==> src/rtl/irq_rst_pkg.sv <==
package irq_rst_pkg;
  // Field selector inside one bank's four-word page
  typedef enum logic [1:0] {
    FLD_STATUS = 2'd0,
    FLD_MASK   = 2'd1,
    FLD_CLEAR  = 2'd2,
    FLD_SPARE  = 2'd3
  } bank_fld_e;

  // Control words on page zero
  localparam logic [1:0] CTRL_RESET  = 2'd0;
  localparam logic [1:0] CTRL_COMMIT = 2'd1;

  // Only this exact value on the commit word applies staged clears
  localparam int unsigned COMMIT_KEY = 1;
endpackage

==> src/rtl/irq_bank.sv <==
module irq_bank #(
  parameter int DATA_W = 32
) (
  input  logic              clk,
  input  logic              rst,
  input  logic [DATA_W-1:0] evt_i,
  input  logic              mask_we,
  input  logic              clr_we,
  input  logic [DATA_W-1:0] wdata_i,
  input  logic              commit_i,
  output logic [DATA_W-1:0] status_o,
  output logic [DATA_W-1:0] mask_o,
  output logic [DATA_W-1:0] pend_o,
  output logic              hit_o
);
  logic [DATA_W-1:0] drop;

  // Bits removed by this cycle's commit; fresh events override the drop
  assign drop = commit_i ? pend_o : '0;

  always_ff @(posedge clk) begin
    if (rst) begin
      status_o <= '0;
      mask_o   <= '0;
      pend_o   <= '0;
    end else begin
      status_o <= (status_o & ~drop) | evt_i;
      if (mask_we)
        mask_o <= wdata_i;
      if (commit_i)
        pend_o <= '0;
      else if (clr_we)
        pend_o <= pend_o | wdata_i;
    end
  end

  assign hit_o = |(status_o & mask_o);

  AST_STATUS_STICKY: assert property (@(posedge clk) disable iff (rst)
    !commit_i |=> ((status_o & $past(status_o)) == $past(status_o)));

  AST_EVENT_KEPT: assert property (@(posedge clk) disable iff (rst)
    (|evt_i) |=> ((status_o & $past(evt_i)) == $past(evt_i)));

  AST_PEND_FLUSHED: assert property (@(posedge clk) disable iff (rst)
    commit_i |=> (pend_o == '0));
endmodule

==> src/rtl/rst_seq.sv <==
module rst_seq #(
  parameter int DATA_W     = 32,
  parameter int RST_CYCLES = 16
) (
  input  logic              clk,
  input  logic              rst,
  input  logic              start_i,
  input  logic [DATA_W-1:0] req_i,
  output logic [DATA_W-1:0] lines_o,
  output logic              busy_o,
  output logic              done_o
);
  localparam int CNT_W = (RST_CYCLES > 1) ? $clog2(RST_CYCLES) : 1;
  localparam logic [CNT_W-1:0] CNT_LAST = CNT_W'(RST_CYCLES - 1);

  logic [CNT_W-1:0] cnt;
  logic             accept;

  assign accept = start_i && !busy_o && (|req_i);
  assign done_o = busy_o && (cnt == '0);

  always_ff @(posedge clk) begin
    if (rst) begin
      busy_o  <= 1'b0;
      cnt     <= '0;
      lines_o <= '0;
    end else if (accept) begin
      busy_o  <= 1'b1;
      cnt     <= CNT_LAST;
      lines_o <= req_i;
    end else if (done_o) begin
      busy_o  <= 1'b0;
      lines_o <= '0;
    end else if (busy_o) begin
      cnt <= cnt - 1'b1;
    end
  end

  AST_LINES_IDLE: assert property (@(posedge clk) disable iff (rst)
    !busy_o |-> (lines_o == '0));

  AST_RUN_UNBROKEN: assert property (@(posedge clk) disable iff (rst)
    (busy_o && !done_o) |=> (busy_o && $stable(lines_o)));
endmodule

==> src/rtl/irq_merge.sv <==
module irq_merge #(
  parameter int NUM_BANKS = 3
) (
  input  logic                 clk,
  input  logic                 rst,
  input  logic [NUM_BANKS-1:0] hit_i,
  output logic                 irq_o
);
  always_ff @(posedge clk) begin
    if (rst)
      irq_o <= 1'b0;
    else
      irq_o <= |hit_i;
  end
endmodule

==> src/rtl/irq_rst_ctrl.sv <==
module irq_rst_ctrl
  import irq_rst_pkg::*;
#(
  parameter int NUM_BANKS  = 3,
  parameter int DATA_W     = 32,
  parameter int ADDR_W     = 5,
  parameter int RST_CYCLES = 16,
  parameter int DONE_BANK  = 0,
  parameter int DONE_BIT   = 27
) (
  input  logic                        clk,
  input  logic                        rst,
  input  logic                        bus_wr,
  input  logic                        bus_rd,
  input  logic [ADDR_W-1:0]           bus_addr,
  input  logic [DATA_W-1:0]           bus_wdata,
  output logic [DATA_W-1:0]           bus_rdata,
  output logic                        bus_rvalid,
  input  logic [NUM_BANKS*DATA_W-1:0] evt_i,
  output logic                        irq_o,
  output logic [DATA_W-1:0]           sub_rst_o,
  output logic                        rst_busy_o
);
  localparam int PAGE_W = ADDR_W - 2;

  logic [PAGE_W-1:0] page;
  bank_fld_e         fld;
  logic              commit;
  logic              rst_start;
  logic              rst_done;

  logic [DATA_W-1:0]    bank_status [NUM_BANKS];
  logic [DATA_W-1:0]    bank_mask   [NUM_BANKS];
  logic [DATA_W-1:0]    bank_pend   [NUM_BANKS];
  logic [NUM_BANKS-1:0] bank_hit;
  logic [NUM_BANKS-1:0] bank_sel;

  assign page = bus_addr[ADDR_W-1:2];
  assign fld  = bank_fld_e'(bus_addr[1:0]);

  assign commit    = bus_wr && (page == '0) && (bus_addr[1:0] == CTRL_COMMIT)
                     && (bus_wdata == DATA_W'(COMMIT_KEY));
  assign rst_start = bus_wr && (page == '0) && (bus_addr[1:0] == CTRL_RESET);

  rst_seq #(
    .DATA_W    (DATA_W),
    .RST_CYCLES(RST_CYCLES)
  ) u_rst_seq (
    .clk    (clk),
    .rst    (rst),
    .start_i(rst_start),
    .req_i  (bus_wdata),
    .lines_o(sub_rst_o),
    .busy_o (rst_busy_o),
    .done_o (rst_done)
  );

  for (genvar b = 0; b < NUM_BANKS; b++) begin : g_bank
    logic [DATA_W-1:0] evt_bank;

    assign bank_sel[b] = (page == PAGE_W'(b + 1));

    if (b == DONE_BANK) begin : g_done
      assign evt_bank = evt_i[b*DATA_W +: DATA_W]
                        | (DATA_W'(rst_done) << DONE_BIT);
    end else begin : g_plain
      assign evt_bank = evt_i[b*DATA_W +: DATA_W];
    end

    irq_bank #(
      .DATA_W(DATA_W)
    ) u_bank (
      .clk     (clk),
      .rst     (rst),
      .evt_i   (evt_bank),
      .mask_we (bus_wr && bank_sel[b] && (fld == FLD_MASK)),
      .clr_we  (bus_wr && bank_sel[b] && (fld == FLD_CLEAR)),
      .wdata_i (bus_wdata),
      .commit_i(commit),
      .status_o(bank_status[b]),
      .mask_o  (bank_mask[b]),
      .pend_o  (bank_pend[b]),
      .hit_o   (bank_hit[b])
    );
  end

  irq_merge #(
    .NUM_BANKS(NUM_BANKS)
  ) u_merge (
    .clk  (clk),
    .rst  (rst),
    .hit_i(bank_hit),
    .irq_o(irq_o)
  );

  // Read mux: control words and spare words return zero
  logic [DATA_W-1:0] rd_mux;
  always_comb begin
    rd_mux = '0;
    for (int b = 0; b < NUM_BANKS; b++) begin
      if (bank_sel[b]) begin
        unique case (fld)
          FLD_STATUS: rd_mux = bank_status[b];
          FLD_MASK:   rd_mux = bank_mask[b];
          FLD_CLEAR:  rd_mux = bank_pend[b];
          default:    rd_mux = '0;
        endcase
      end
    end
  end

  always_ff @(posedge clk) begin
    if (rst) begin
      bus_rdata  <= '0;
      bus_rvalid <= 1'b0;
    end else begin
      bus_rvalid <= bus_rd;
      bus_rdata  <= bus_rd ? rd_mux : '0;
    end
  end

  AST_DONE_FLAGGED: assert property (@(posedge clk) disable iff (rst)
    rst_done |=> bank_status[DONE_BANK][DONE_BIT]);

  AST_ONE_PAGE: assert property (@(posedge clk) disable iff (rst)
    $onehot0(bank_sel));
endmodule

==> config.mk <==
export PLATFORM = sky130hd
export DESIGN_NAME = irq_rst_ctrl
export DESIGN_NICKNAME = d
export VERILOG_FILES = /design/src/rtl/irq_rst_pkg.sv /design/src/rtl/irq_bank.sv /design/src/rtl/rst_seq.sv /design/src/rtl/irq_merge.sv /design/src/rtl/irq_rst_ctrl.sv
export SDC_FILE = /design/constraint.sdc
export NUM_CORES = 1
export LEC_CHECK = 0
export BUFFER_PORTS_ARGS = -buffer_cell sky130_fd_sc_hd__buf_2
export CORE_MARGIN = 2
export CORE_UTILIZATION = 50
export DETAILED_ROUTE_END_ITERATION = 10
export GPL_ROUTABILITY_DRIVEN = 0
export PLACE_DENSITY = 0.78
export REMOVE_ABC_BUFFERS = 1
export SYNTH_ARGS = -nofsm -noshare
export SYNTH_HDL_FRONTEND = slang
export SYNTH_SLANG_ARGS = --single-unit
==> constraint.sdc <==
create_clock -name clk -period 2.4 [get_ports clk]
set_input_delay 0.12 -clock clk [delete_from_list [all_inputs] [get_ports clk]]
set_output_delay 0.12 -clock clk [all_outputs]
set_load 0.03 [all_outputs]
==> reports/qor.csv, run 1 <==
metric;value;unit
cp-end-kind;register;
fin_crit_sh;97.2;%
fmax;0.428;GHz
grt_usage;33.6;%
boundaryPins;204;
cp_data_arrival_time;2.71;ns
detail_route.wirelength;53.8;mm
synth_top_area_cell;dfxtp_1;
drc;0;
leakagePower;7.74;nW
dieHeight;178;um
ys_seq_area_share;47.6;%
clockBufferDepth;3;
ir_drop;474;uV
synthAdderAreaFrac;0.166;%
ys_top_cells_by_area;dfxtp_1 (48%), a21oi_1 (8.6%), nand2_1 (6.5%), mux2i_1 (6.4%), nor2_1 (5.7%);
cp_max_fo;21;
avgSynthCellArea;8.08;um^2
drv_slew;0;
rows;63;
grt_pass1_wl;82.6;mm
io_buffers;203;
post-route-min-period;2.33;ns
synth_xor_area_share;0.174;%
cellPowerDensity;694;nW/um^2
critPathKind;in -> reg;
status;completed;
grt_max_degree;118;
synth_compound_area_share;23.2;%
yosysWarnings;0;
core_area;29700;um^2
cts_tree;yes;
cts_num_sinks;359;
required;2.77;ns
fin_skew;0.0195;ns
h-tree-depth;2;
synth_top_family_by_area;compound AO/OA/AOI/OAI gates;
root_buffer;clkbuf_16;
startpoint;bus_wdata[6];
synth_edf_count;0;
synth-async-reset-ratio;0;%
worstHoldStart;bus_wdata[24];
nets;2267;
ys.flop_type;dfxtp_1;
dp_cells;2360;
synth_area;15100;um^2
final_antenna_net_count;0;
dp.final_hpwl;33.9;mm
wl_per_cell;21.1;um
yosys.area.top_type_share;47.6;%
hold_class;in -> reg;
setup_ws;0.0661;ns
syn_to_final_growth;25.6;%
die_w;178;um
setup_tns;0;ns
diodes;0;
grt_overflow;0;
critPathLaunchType;primary input;
drive_above_1_share;15.7;%
cts_inserted_buffers;37;
final_cells;2542;
holdWs;0.0115;ns
max_slew_margin;37.9;%
dr.pass1.iters;6;
worstMarginPinSlew;0.932;ns
start_util;50.8;%
place_ws;-0.0693;ns
hold_violations;0;
cts.reportedPaths.clkPinSlew;0.06;ns
setup_viol;0;
cts_setup_buffers;0;
vias;15500;
maxCapViolations;0;
synth_simple_gate_area_share;15.4;%
synth_most_common_cell;dfxtp_1;
syn_inst;1869;
dieArea;31600;um^2
grt_pass1_vias;15100;
vias_per_cell;6.10;
grt_setup_unrepaired;false;
drt_iter0_drc;1900;
synth_cell_type_count;38;
clock_latency;0.53;ns
ys_top_cells_by_count;dfxtp_1 (359), nand2_1 (261), a21oi_1 (260), nor2_1 (231), clkbuf_1 (127);
yosys-mux-area-fraction;6.36;%
ys_ff_latch;359;
r2r_setup_slack;0.24;ns
antenna_found_initial;0;
rr_startpoint;u_rst_seq.cnt[0];
## cell families after synthesis
logic type | Yosys count
buffers and inverters | 269
xor gates and xnor gates | 3
muxes | 96
and+or+nand+nor | 572
DFF | 359
adders and majority gates | 2
AOI/OAI and AO/OA | 568
## cell type report
cell class	instances	area (um^2)
tap	390	488
inverter	99	372
sequential	359	7190
timing repair buffer	390	2860
multi-input combinational	1241	6890
clock buffer	58	1130
clock inverter	5	56.3
fill	2396	10700
## stage by stage
stage | area (um^2) | power (mW) | utilization, %
6_report | 19000 | 13.2 | 63.9
5_1_grt | 19000 | 13.5 | 63.9
4_1_cts | 19000 | 13.1 | 63.8
3_5_place_dp | 16600 | 7.42 | 55.9
3_3_place_gp | 16600 | 7.39 | 55.9
2_1_floorplan | 14400 | 6.78 | -
## registers in the layout, summed over array words and instances (netlist names)
name	count
u_rst_seq.cnt	4
g_bank.u_bank.pend_o	96
bus_rvalid	1
u_rst_seq.lines_o	32
bus_rdata	32
u_rst_seq.busy_o	1
u_merge.irq_o	1
g_bank.u_bank.mask_o	96
g_bank.u_bank.status_o	96
## worst paths after layout
path                                  endpoint  depth (start not counted)
setup reg to reg          u_rst_seq.lines_o[9]                          8
setup / recovery  g_bank[2].u_bank.status_o[5]                          8
hold / removal     g_bank[0].u_bank.mask_o[24]                          4
hold reg to reg     g_bank[2].u_bank.mask_o[9]                          2
## metal layers
metal	up-vias	wire, um	global-route usage (%)	share of wire, %
li1	7011	-	-	-
met1	7199	20200	43.0	38
met2	1064	24400	53.6	45
met3	220	6280	5.57	12
met4	0	2890	19.2	5.4
met5	-	0	0	0
## layout by cell type (no fill, tap or decap), types with 2 or more instances in the layout
cell type,n
a211oi_1,33
a21oi_1,260
a221oi_1,3
a22o_1,3
a22oi_1,74
a311oi_1,96
buf_12,11
buf_2,201
buf_4,58
clkbuf_1,11
clkbuf_16,39
clkbuf_8,8
clkinv_2,2
dfxtp_1,359
dlygate4sd3_1,119
ha_1,2
inv_1,99
mux2i_1,96
nand2_1,261
nand2b_1,3
nand3_1,3
nand4_1,11
nor2_1,228
nor2_2,3
nor2b_2,2
nor3_1,35
nor3_2,2
nor4_1,10
nor4_4,2
o21ai_0,96
or2_2,2
xnor2_1,3
## critical path, cell delays in order
cell           delay, ns
dlygate4sd3_1       0.53
buf_2               0.22
nor4_1              0.50
nand4_1             0.38
nor4_4              0.36
buf_4               0.19
buf_4               0.26
a311oi_1            0.13
## repair_timing
action | in CTS | in global routing
hold buffers | 119 | 0
resized for setup | 0 | 1
endpoints found under the hold margin | 207 | 0
setup endpoints to repair | 0 | 3
## report_power, final
group          total, mW  internal, mW  switching, mW
Clock               5.68          3.33           2.35
Sequential          6.25          6.12          0.129
Combinational       1.25         0.504          0.744
Total               13.2          9.95           3.23
(Power assumes the default switching activity.)
==> run 2, diff against run 1 <==
CORE_UTILIZATION = 55   (was 50)
PLACE_DENSITY = 0.84   (was 0.78)
clock period = 2.73 ns   (was 2.4 ns; I/O delays follow)
==> run 2 against run 1 <==
Effect of this change:
- count of clock-buffer cells in the layout decreased by 9
- setup slack got worse by 0.020 ns
- first-iteration DRC count increased by 6.3%
- clock power decreased by 10%
- die area decreased by 8.9%
- largest cell class unchanged
==> reports/qor.csv, run 2 (synthesized netlist as in run 1, its figures left out) <==
metric;value;unit
dr.pass1.iters;6;
fin_skew;0.0224;ns
die_w;170;um
rr_worst_depth;8;
nets;2252;
vias_per_cell;6.29;
cp_data_arrival_time;3.11;ns
leakagePower;7.66;nW
grt_usage;35.9;%
boundaryPins;204;
cts_tree;yes;
nFillCells;2009;
start_util;56.1;%
core_area;27000;um^2
seq_area;7190;um^2
vias;15600;
fin_crit_sh;98.3;%
multi_input_area;6880;um^2
grt_max_degree;171;
final_cells;2483;
rr_startpoint;u_rst_seq.cnt[0];
maxCapViolations;0;
worstMarginPinSlew;0.847;ns
grt_pass1_wl;81.3;mm
post-route-min-period;2.68;ns
grt_setup_unrepaired;false;
dieArea;28800;um^2
setup_viol;0;
hold_violations;0;
clock_latency;0.53;ns
timing.rr.end;u_rst_seq.lines_o[15];
cp_max_fo;14;
h-tree-depth;2;
cellPowerDensity;621;nW/um^2
r2r_setup_slack;0.54;ns
final_common_cell;dfxtp_1;
dieHeight;170;um
root_buffer;clkbuf_16;
fmax;0.373;GHz
max_slew_margin;43.5;%
cts_num_sinks;359;
worstHoldStart;bus_wdata[6];
drc;0;
cts.reportedPaths.clkPinSlew;0.06;ns
reg_top3;g_bank.u_bank.mask_o x96, g_bank.u_bank.pend_o x96, g_bank.u_bank.status_o x96;
io_buffers;203;
wl_per_cell;21.4;um
dp_cells;2291;
clockBufferDepth;3;
cp-end-kind;register;
cts_resized;0;
p_total;11.7;mW
drt_iter0_drc;2020;
drv_slew;0;
grt_pass1_vias;15000;
grt_overflow;0;
ir_drop;517;uV
cts_inserted_buffers;37;
mostFrequentLayoutCells;dfxtp_1 (359), nand2_1 (261), a21oi_1 (260), nor2_1 (228), buf_2 (201);
rows;60;
drive_above_1_share;15.1;%
critPathLaunchType;primary input;
detail_route.wirelength;53.1;mm
dp.final_hpwl;32.3;mm
critPathKind;in -> reg;
syn_to_final_growth;24.3;%
required;3.15;ns
hold_class;in -> reg;
antenna_found_initial;3;
min_to;g_bank[1].u_bank.mask_o[6];
final_antenna_net_count;0;
whs_path_depth;3;
status;completed;
==> run 2: layout make-up <==
class / instances / area share [%]
tap: 341 / 2.27
sequential: 359 / 38.3
antenna: 3 / 0.0400
multi-input combinational: 1241 / 36.6
timing repair buffer: 375 / 14.4
clock buffer: 49 / 5.38
inverter: 99 / 1.98
clock inverter: 16 / 0.992
==> run 2: report_power, final <==
part / internal (mW) / switching [mW]
combinational: 0.431 / 0.644
clock: 2.99 / 2.12
sequential: 5.38 / 0.116
==> run 2: per-layer routing <==
metal,wire [um],share of wire [%],track usage (%)
met1,19400,37,45.3
met2,23600,44,56.8
met3,6920,13,8.37
met4,3190,6.0,20.3
met5,0,0,0
==> run 2: worst max path at each step <==
stage,start,endpoint,slack (ns),depth (start not counted)
2_1_floorplan,bus_addr[0],g_bank[1].u_bank.pend_o[0],-2.90,5
5_1_grt,bus_wdata[13],u_rst_seq.lines_o[15],0.11,8
6_report,bus_wdata[13],u_rst_seq.lines_o[15],0.05,8
3_3_place_gp,bus_wdata[13],g_bank[2].u_bank.pend_o[30],0.34,7
3_5_place_dp,bus_wdata[13],g_bank[0].u_bank.status_o[2],0.28,6
4_1_cts,bus_wdata[13],g_bank[1].u_bank.status_o[20],0.27,7
==> run 2: what timing repair did <==
action / 4_1_cts / 5_1_grt
hold endpoints to repair: 200 / 0
buffers inserted: 0 / 0
hold buffers: 124 / 0
==> run 2: critical path, cell delays in order <==
cell and delay, ns:
dlygate4sd3_1 0.53, buf_2 0.20, nor4_1 0.65, nand4_1 0.37, nor4_2 0.52, buf_4 0.35
o21ai_0 0.14, a21oi_1 0.20
==> run 2: per-stage QoR <==
step / setup TNS [ns] / hold WS [ns] / utilization, % / setup slack (ns) / area [um^2]
5_1_grt: 0 / 0.0166 / 69.7 / 0.106 / 18800
4_1_cts: 0 / 0.00659 / 69.7 / 0.266 / 18800
2_1_floorplan: -405.48 / 0.206 / - / -2.90 / 14400
3_5_place_dp: 0 / 0.413 / 60.6 / 0.282 / 16300
3_3_place_gp: 0 / 0.404 / 60.6 / 0.340 / 16300
6_report: 0 / 0.0281 / 69.7 / 0.0460 / 18800
